**src/rtl/wpot_pkg.sv**
```systemverilog
// Shared constants and types for the dual wiper controller.
// Assumes: one system clock domain; all serial inputs asynchronous to it.
package wpot_pkg;
    localparam int DEF_NUM_CH  = 2;
    localparam int DEF_CODE_W  = 8;
    localparam int DEF_ADDR_W  = 2;
    localparam int DEF_SYNC    = 2;

    // Per-cycle serial events derived from the synchronised inputs
    typedef struct packed {
        logic shift_en;  // serial clock rose while selected
        logic load_en;   // select rose
        logic din;       // synchronised data bit
        logic sel_idle;  // synchronised select is high
    } ser_evt_t;
endpackage

```
**src/rtl/wpot_sync.sv**
```systemverilog
// Multi-bit flop-chain synchroniser with a per-bit reset value.
// Assumes: STAGES >= 2; each bit is an independent level signal.
module wpot_sync #(
    parameter int               WIDTH   = 3,
    parameter int               STAGES  = 2,
    parameter logic [WIDTH-1:0] RST_VAL = '0
) (
    input  logic             clk,
    input  logic             rst_n,
    input  logic [WIDTH-1:0] d_async,
    output logic [WIDTH-1:0] q_sync
);
    logic [STAGES-1:0][WIDTH-1:0] chain_q;

    // Shift the asynchronous inputs through the flop chain
    always_ff @(posedge clk) begin
        if (!rst_n) begin
            for (int i = 0; i < STAGES; i++) chain_q[i] <= RST_VAL;
        end else begin
            chain_q[0] <= d_async;
            for (int i = 1; i < STAGES; i++) chain_q[i] <= chain_q[i-1];
        end
    end

    assign q_sync = chain_q[STAGES-1];
endmodule

```
**src/rtl/wpot_front.sv**
```systemverilog
// Serial front end: synchronises clock, select and data, and detects
// serial-clock and select rising edges in the system clock domain.
// Assumes: each serial level lasts at least two system clocks.
module wpot_front
    import wpot_pkg::*;
#(
    parameter int SYNC_STAGES = DEF_SYNC
) (
    input  logic     clk,
    input  logic     rst_n,
    input  logic     ser_clk,
    input  logic     ser_sel_n,
    input  logic     ser_din,
    output ser_evt_t evt
);
    // bit order: {clock, select, data}; select idles high
    localparam logic [2:0] SYNC_RST = 3'b010;

    logic [2:0] sync_q;
    logic       sclk_s, sel_s, din_s;
    logic       sclk_prev, sel_prev;

    wpot_sync #(
        .WIDTH  (3),
        .STAGES (SYNC_STAGES),
        .RST_VAL(SYNC_RST)
    ) u_sync (
        .clk    (clk),
        .rst_n  (rst_n),
        .d_async({ser_clk, ser_sel_n, ser_din}),
        .q_sync (sync_q)
    );

    assign {sclk_s, sel_s, din_s} = sync_q;

    // Remember the previous synchronised levels for edge detection
    always_ff @(posedge clk) begin
        if (!rst_n) begin
            sclk_prev <= 1'b0;
            sel_prev  <= 1'b1;
        end else begin
            sclk_prev <= sclk_s;
            sel_prev  <= sel_s;
        end
    end

    // Form the per-cycle event record
    always_comb begin
        evt.shift_en = sclk_s & ~sclk_prev & ~sel_s;
        evt.load_en  = sel_s & ~sel_prev;
        evt.din      = din_s;
        evt.sel_idle = sel_s;
    end
endmodule

```
**src/rtl/wpot_shreg.sv**
```systemverilog
// Serial-in shift register; its MSB is the daisy-chain output bit.
// Assumes: shift_en is a single-cycle strobe.
module wpot_shreg #(
    parameter int WORD_W = 10
) (
    input  logic              clk,
    input  logic              rst_n,
    input  logic              shift_en,
    input  logic              din,
    output logic [WORD_W-1:0] word,
    output logic              ser_out
);
    // Shift one bit in at the LSB on each strobe
    always_ff @(posedge clk) begin
        if (!rst_n)        word <= '0;
        else if (shift_en) word <= {word[WORD_W-2:0], din};
    end

    assign ser_out = word[WORD_W-1];
endmodule

```
**src/rtl/wpot_bank.sv**
```systemverilog
// Wiper code latches with address decode; one channel per load.
// Assumes: NUM_CH >= 2 and is a power of two; only the low index bits
// of the address field take part in the decode.
module wpot_bank #(
    parameter int               NUM_CH = 2,
    parameter int               CODE_W = 8,
    parameter int               IDX_W  = 1,
    parameter logic [CODE_W-1:0] PRESET = 8'h80
) (
    input  logic                     clk,
    input  logic                     rst_n,
    input  logic                     load_en,
    input  logic [IDX_W+CODE_W-1:0]  dec_word,
    output logic [NUM_CH*CODE_W-1:0] codes
);
    logic [IDX_W-1:0]  ch_idx;
    logic [CODE_W-1:0] new_code;

    assign ch_idx   = dec_word[CODE_W +: IDX_W];
    assign new_code = dec_word[CODE_W-1:0];

    for (genvar g = 0; g < NUM_CH; g++) begin : g_ch
        // Load this channel's code when the address selects it
        always_ff @(posedge clk) begin
            if (!rst_n)
                codes[g*CODE_W +: CODE_W] <= PRESET;
            else if (load_en && (ch_idx == IDX_W'(g)))
                codes[g*CODE_W +: CODE_W] <= new_code;
        end
    end
endmodule

```
**src/rtl/wiper_ctrl_top.sv**
```systemverilog
// Dual wiper register controller: serial front end, word shift register,
// wiper latches, and shutdown gating of terminal flags and serial output.
// Assumes: shdn_n acts immediately on the outputs; latches are unaffected.
module wiper_ctrl_top
    import wpot_pkg::*;
#(
    parameter int                NUM_CH      = DEF_NUM_CH,
    parameter int                CODE_W      = DEF_CODE_W,
    parameter int                ADDR_W      = DEF_ADDR_W,
    parameter int                SYNC_STAGES = DEF_SYNC,
    parameter logic [CODE_W-1:0] PRESET      = 8'h80
) (
    input  logic                     clk,
    input  logic                     rst_n,
    input  logic                     ser_clk,
    input  logic                     ser_sel_n,
    input  logic                     ser_din,
    input  logic                     shdn_n,
    output logic [NUM_CH*CODE_W-1:0] wiper_codes,
    output logic [NUM_CH-1:0]        term_a_open,
    output logic [NUM_CH-1:0]        wiper_to_b,
    output logic                     sdo_pull_dn
);
    localparam int WORD_W = ADDR_W + CODE_W;
    localparam int IDX_W  = $clog2(NUM_CH);

    ser_evt_t          evt;
    logic [WORD_W-1:0] sr_word;
    logic              ser_out;

    wpot_front #(.SYNC_STAGES(SYNC_STAGES)) u_front (
        .clk      (clk),
        .rst_n    (rst_n),
        .ser_clk  (ser_clk),
        .ser_sel_n(ser_sel_n),
        .ser_din  (ser_din),
        .evt      (evt)
    );

    wpot_shreg #(.WORD_W(WORD_W)) u_shreg (
        .clk     (clk),
        .rst_n   (rst_n),
        .shift_en(evt.shift_en),
        .din     (evt.din),
        .word    (sr_word),
        .ser_out (ser_out)
    );

    wpot_bank #(
        .NUM_CH(NUM_CH),
        .CODE_W(CODE_W),
        .IDX_W (IDX_W),
        .PRESET(PRESET)
    ) u_bank (
        .clk     (clk),
        .rst_n   (rst_n),
        .load_en (evt.load_en),
        .dec_word(sr_word[IDX_W+CODE_W-1:0]),
        .codes   (wiper_codes)
    );

    // Shutdown opens every A terminal, shorts every wiper to B, and
    // releases the open-drain output
    always_comb begin
        term_a_open = {NUM_CH{~shdn_n}};
        wiper_to_b  = {NUM_CH{~shdn_n}};
        sdo_pull_dn = ~ser_out & shdn_n;
    end
endmodule

```
**config.mk**
```make
export PLATFORM = sky130hd
export DESIGN_NAME = wiper_ctrl_top
export DESIGN_NICKNAME = d
export VERILOG_FILES = /design/src/rtl/wpot_pkg.sv /design/src/rtl/wpot_sync.sv /design/src/rtl/wpot_front.sv /design/src/rtl/wpot_shreg.sv /design/src/rtl/wpot_bank.sv /design/src/rtl/wiper_ctrl_top.sv
export SDC_FILE = /design/constraint.sdc
export NUM_CORES = 1
export LEC_CHECK = 0
export ABC_AREA = 0
export BUFFER_PORTS_ARGS = -buffer_cell sky130_fd_sc_hd__buf_4
export CORE_ASPECT_RATIO = 0.7
export CORE_MARGIN = 5
export CORE_UTILIZATION = 51
export CTS_CLUSTER_DIAMETER = 200
export CTS_CLUSTER_SIZE = 20
export DETAILED_ROUTE_END_ITERATION = 8
export GPL_TIMING_DRIVEN = 1
export PLACE_DENSITY = 0.87
export SETUP_SLACK_MARGIN = 0.3
export SYNTH_ARGS = -nofsm -noshare
export SYNTH_HDL_FRONTEND = slang
export SYNTH_SLANG_ARGS = --single-unit
```
**constraint.sdc**
```tcl
create_clock -name clk -period 1.18 [get_ports clk]
set_input_delay 0.118 -clock clk [delete_from_list [all_inputs] [get_ports clk]]
set_output_delay 0.118 -clock clk [all_outputs]
set_load 0.05 [all_outputs]
```
== Word-level counts from Yosys, hierarchy flattened ==
Index checks and enable logic that the tools add are counted.
W data, S select, Z words.

* Bits in registers: 34
* Input bits: 6
* Output and inout bits: 21
* Word-level logic and storage cells: 19

* Bitwise operators: 10
* Reductions and logical operators: 2

{| class="wikitable"
|+ Operators by type and width
! cell !! count
|-
| $not A1 Y1 || 6
|-
| $and A1 B1 Y1 || 4
|-
| $logic_and A1 B1 Y1 || 2
|}

== Depth between registers and ports, before layout ==
* Depth after elaboration: 3
* Gate-level depth with buffers: 4

== By module ==
Synthesis repeated with hierarchy kept, for this count alone.

* Cells, all modules: 121
* Area, all modules: 1290.0 µm²

{| class="wikitable"
|+ By module, submodules not included
! module !! instances !! cells an instance !! area each (µm²)
|-
| wpot_bank || 1 || 63 || 615.6
|-
| wpot_shreg || 1 || 32 || 381.6
|-
| wpot_sync || 1 || 15 || 180.2
|-
| wpot_front || 1 || 6 || 72.6
|-
| wiper_ctrl_top || 1 || 5 || 40.0
|}

== Least setup slack after synthesis ==
OpenSTA, ideal clock, no wires.

* Kind: input to output
* Start: input port shdn_n
* End: output port sdo_pull_dn
* Arrival: 1.070 ns
* Data required time: 1.062 ns
* Slack: -0.008 ns
* Stages on the path: 2
* Buffers on the path: 0
* Path through: inv_1 > nor2_1

* Longest elaborated chain between the ends: 1

{| class="wikitable"
|+ Ends and longest elaborated chain
! what !! line !! RTL
|-
| start, declared || wiper_ctrl_top.sv:18 || <nowiki>input logic shdn_n,</nowiki>
|-
| $and A1 B1 Y1 || wiper_ctrl_top.sv:67 || <nowiki>sdo_pull_dn = ~ser_out & shdn_n;</nowiki>
|-
| end, declared || wiper_ctrl_top.sv:22 || <nowiki>output logic sdo_pull_dn</nowiki>
|}

Every way passes these cells.

== Worst setup path after layout ==
* Start: register u_front.u_sync.chain_q, in the netlist u_front.u_sync.q_sync[1]
* End: register u_shreg.word[2]

* Longest elaborated chain between the ends: 2

{| class="wikitable"
|+ Ends and longest elaborated chain
! what !! line !! RTL
|-
| start, declared || wpot_sync.sv:13 || <nowiki>logic [STAGES-1:0][WIDTH-1:0] chain_q;</nowiki>
|-
| $not A1 Y1 || wpot_front.sv:49 || <nowiki>evt.shift_en = sclk_s & ~sclk_prev & ~sel_s;</nowiki>
|-
| $and A1 B1 Y1 || wpot_front.sv:49 ||
|-
| end signal, assigned || wpot_shreg.sv:16 || <nowiki>else if (shift_en) word <= {word[WORD_W-2:0], din};</nowiki>
|-
| end, declared || wpot_shreg.sv:10 || <nowiki>output logic [WORD_W-1:0] word,</nowiki>
|}

Every way passes these cells.
A chain may end at the register's enable or synchronous reset.

==> impl_metrics.env <==
export IMPL_syn_avg_cell_area_sq_um=10.8
export IMPL_hpwlAfterDp_um=1570
export IMPL_start_kind="flip-flop"
export IMPL_pin_count=27
export IMPL_arrival_ps=1390
export IMPL_wl_per_cell_um=14.8
export IMPL_synth_nets=117
export IMPL_die_area_sq_um=3430
export IMPL_critPathMaxFanout=5
export IMPL_clk_pin_slew_ps=90
export IMPL_setup_viol=0
export IMPL_slowest_delay_ps=330
export IMPL_cts_made_buffers=5
export IMPL_run_status="finished clean"
export IMPL_grt_pass1_wl_um=3980
export IMPL_worst_slew_pin_slew_ps=321
export IMPL_clk_latency_ps=330
export IMPL_antennaDiodeCount=0
export IMPL_route_detailed_drc=0
export IMPL_p_leak_nw=0.779
export IMPL_initial_core_util_pct=54.6
export IMPL_synth_distinct_cells=15
export IMPL_synth_seq_cells=34
export IMPL_htree_num_levels=2
export IMPL_vias_per_cell=4.76
export IMPL_via_count=852
export IMPL_rr_worst_depth=4
export IMPL_synth_cells=111
export IMPL_max_vdd_ir_drop_mv=0.901
export IMPL_clock_path_buffers=2
export IMPL_yosysSeqAreaShare_pct=56.9
export IMPL_fp_row_count=14
export IMPL_timing_fmax_mhz=883
export IMPL_maxCapViolCount=0
export IMPL_drt_initial_drc_count=31
export IMPL_core_area_sq_um=2190
export IMPL_hold_class="in2reg"
export IMPL_maxSlewHeadroom_pct=78.6
export IMPL_cts_sinks=34
export IMPL_slew_viol_final=0
export IMPL_clock_skew_ps=7.64
export IMPL_slowest_stage="dfxtp_2"
export IMPL_power_density_nw_per_um2=1120
export IMPL_layout_nets=154
export IMPL_place_congestion=0.744
export IMPL_antenna_left=0
export IMPL_fin_area_sq_um=1710
export IMPL_area_growth_pct=43.2
export IMPL_die_y_um=50.5
export IMPL_grt_pass1_vias=864
export IMPL_antenna_found_initial=0
export IMPL_crit_required_ps=1440
export IMPL_yosysWarnings=0
export IMPL_place_area_sq_um=1420
export IMPL_root_buffer="clkbuf_4"
export IMPL_period_share_pct=96.0
export IMPL_rsz0062_at_grt="true"
export IMPL_cts_tree="yes"
export IMPL_drive_gt1_share_pct=44.2
export IMPL_hold_viol=0
export IMPL_path_class="reg2reg"
export IMPL_io_buffers=26
export IMPL_endpoint_kind="flip-flop"
export IMPL_min_delay_path_depth=2
export IMPL_fin_crit_ps=1130
export IMPL_netlist_area_sq_um=1200
export IMPL_grt_max_degree=37
export IMPL_wl_um=2660
export IMPL_dr_pass1_iters=4
export IMPL_fp_dieW_um=67.9
export IMPL_final_util_pct=78.2
export IMPL_crit_chain="buf_6 > nor3b_4 > buf_4 > mux2i_1"
export IMPL_grt_usage_pct=16.0
export IMPL_grt_ovfl_total=0
critical path: cells and delay by family, from the launching register on:
kind,cells,cell delay (ps)
buffers and inverters,2,320
DFF,1,330
muxes,1,200
and+or+nand+nor,1,220
cell usage after synthesis:
| library cell | instances | area share, % |
|---|---|---|
| dfxtp_1 | 34 | 57 |
| mux2i_1 | 26 | 22 |
| nand2_1 | 25 | 7.8 |
| and2_1 | 5 | 2.6 |
| buf_2 | 4 | 1.7 |
| buf_4 | 3 | 1.9 |
| nand2b_1 | 3 | 1.6 |
| nor2b_1 | 3 | 1.6 |
| clkbuf_1 | 2 | 0.63 |
| buf_6 | 1 | 0.94 |
| inv_1 | 1 | 0.31 |
| nand3b_1 | 1 | 0.63 |
| nor2_1 | 1 | 0.31 |
| nor3b_1 | 1 | 0.63 |
| or3b_1 | 1 | 0.73 |
path summary, 6_finish.rpt:
| check | start | to | slack (ps) |
|---|---|---|---|
| worst max register to register | u_front.u_sync.q_sync[1] | u_shreg.word[2] | 50 |
| worst min register to register | u_front.u_sync.chain_q[1] | u_front.u_sync.q_sync[1] | 450 |
| worst min-delay path | rst_n | u_front.u_sync.chain_q[1] | 140 |
| worst max-delay path | u_front.u_sync.q_sync[1] | u_shreg.word[2] | 50 |
repair_timing:
action	CTS	global route
hold buffers	3	0
cloned	0	1
gates resized for setup	46	5
setup buffers	4	2
endpoints found under the hold margin	3	0
endpoints found under the setup margin	43	43
pin swaps	3	0
final cells by class:
class / count / area, sq um
inverter: 1 / 3.75
tap: 32 / 40.0
clock buffer: 6 / 51.3
fill: 134 / 477
sequential: 34 / 704
multi-input combinational: 66 / 467
timing repair buffer: 40 / 447
registers in the layout, indices dropped and copies added, names as in the netlist:
name,count
u_bank.codes,16
u_front.sclk_prev,1
u_front.sel_prev,1
u_front.u_sync.chain_q,3
u_front.u_sync.q_sync,3
u_shreg.word,10
layer usage:
layer  wire [um]  part of all wire, %  vias to the layer above  GRT usage, %
met1        1130                   43                      396          19.3
met3         164                  6.2                        6          6.03
li1            -                    -                      426             -
met2        1300                   49                       24          24.4
met5           0                    0                        -             0
met4          61                  2.3                        0          8.91
per-stage QoR:
stage	std cells	hold WS [ps]	worst slack [ps]	total power [mW]	setup TNS, ps
final	179	140	47.5	1.91	0
after detailed placement	163	305	-59.2	1.30	-311
after floorplan	111	219	141	1.27	0
after CTS	176	136	78.8	1.91	0
after global routing	179	142	17.1	1.99	0
after global placement	163	307	8.76	1.30	0
placed cells by master (no fill, tap or decap):
cell type / n
nand2_1: 25
buf_4: 15
dlygate4sd3_1: 3
nand2b_1: 3
nor3b_4: 1
inv_1: 1
or3b_4: 1
buf_8: 15
and2_1: 5
mux2i_1: 26
nor2b_1: 3
nand3b_1: 1
dfxtp_2: 19
dfxtp_1: 15
clkbuf_4: 5
buf_6: 7
clkbuf_8: 1
nor2_2: 1
power by group:
part / total, mW / leakage (nW) / switching (mW) / internal [mW]
clock network: 0.623 / 0.0302 / 0.354 / 0.268
logic: 0.126 / 0.466 / 0.0742 / 0.0514
registers: 1.16 / 0.282 / 0.00539 / 1.16
logic make-up (layout without fill, tap and decap cells):
group | after synthesis | in the layout | synth area share, %
buffers and inverters | 11 | 47 | 5.44
AND/OR/NAND/NOR | 40 | 40 | 15.9
flip-flops | 34 | 34 | 56.9
multiplexers | 26 | 26 | 21.8
(Power assumes the default switching activity.)
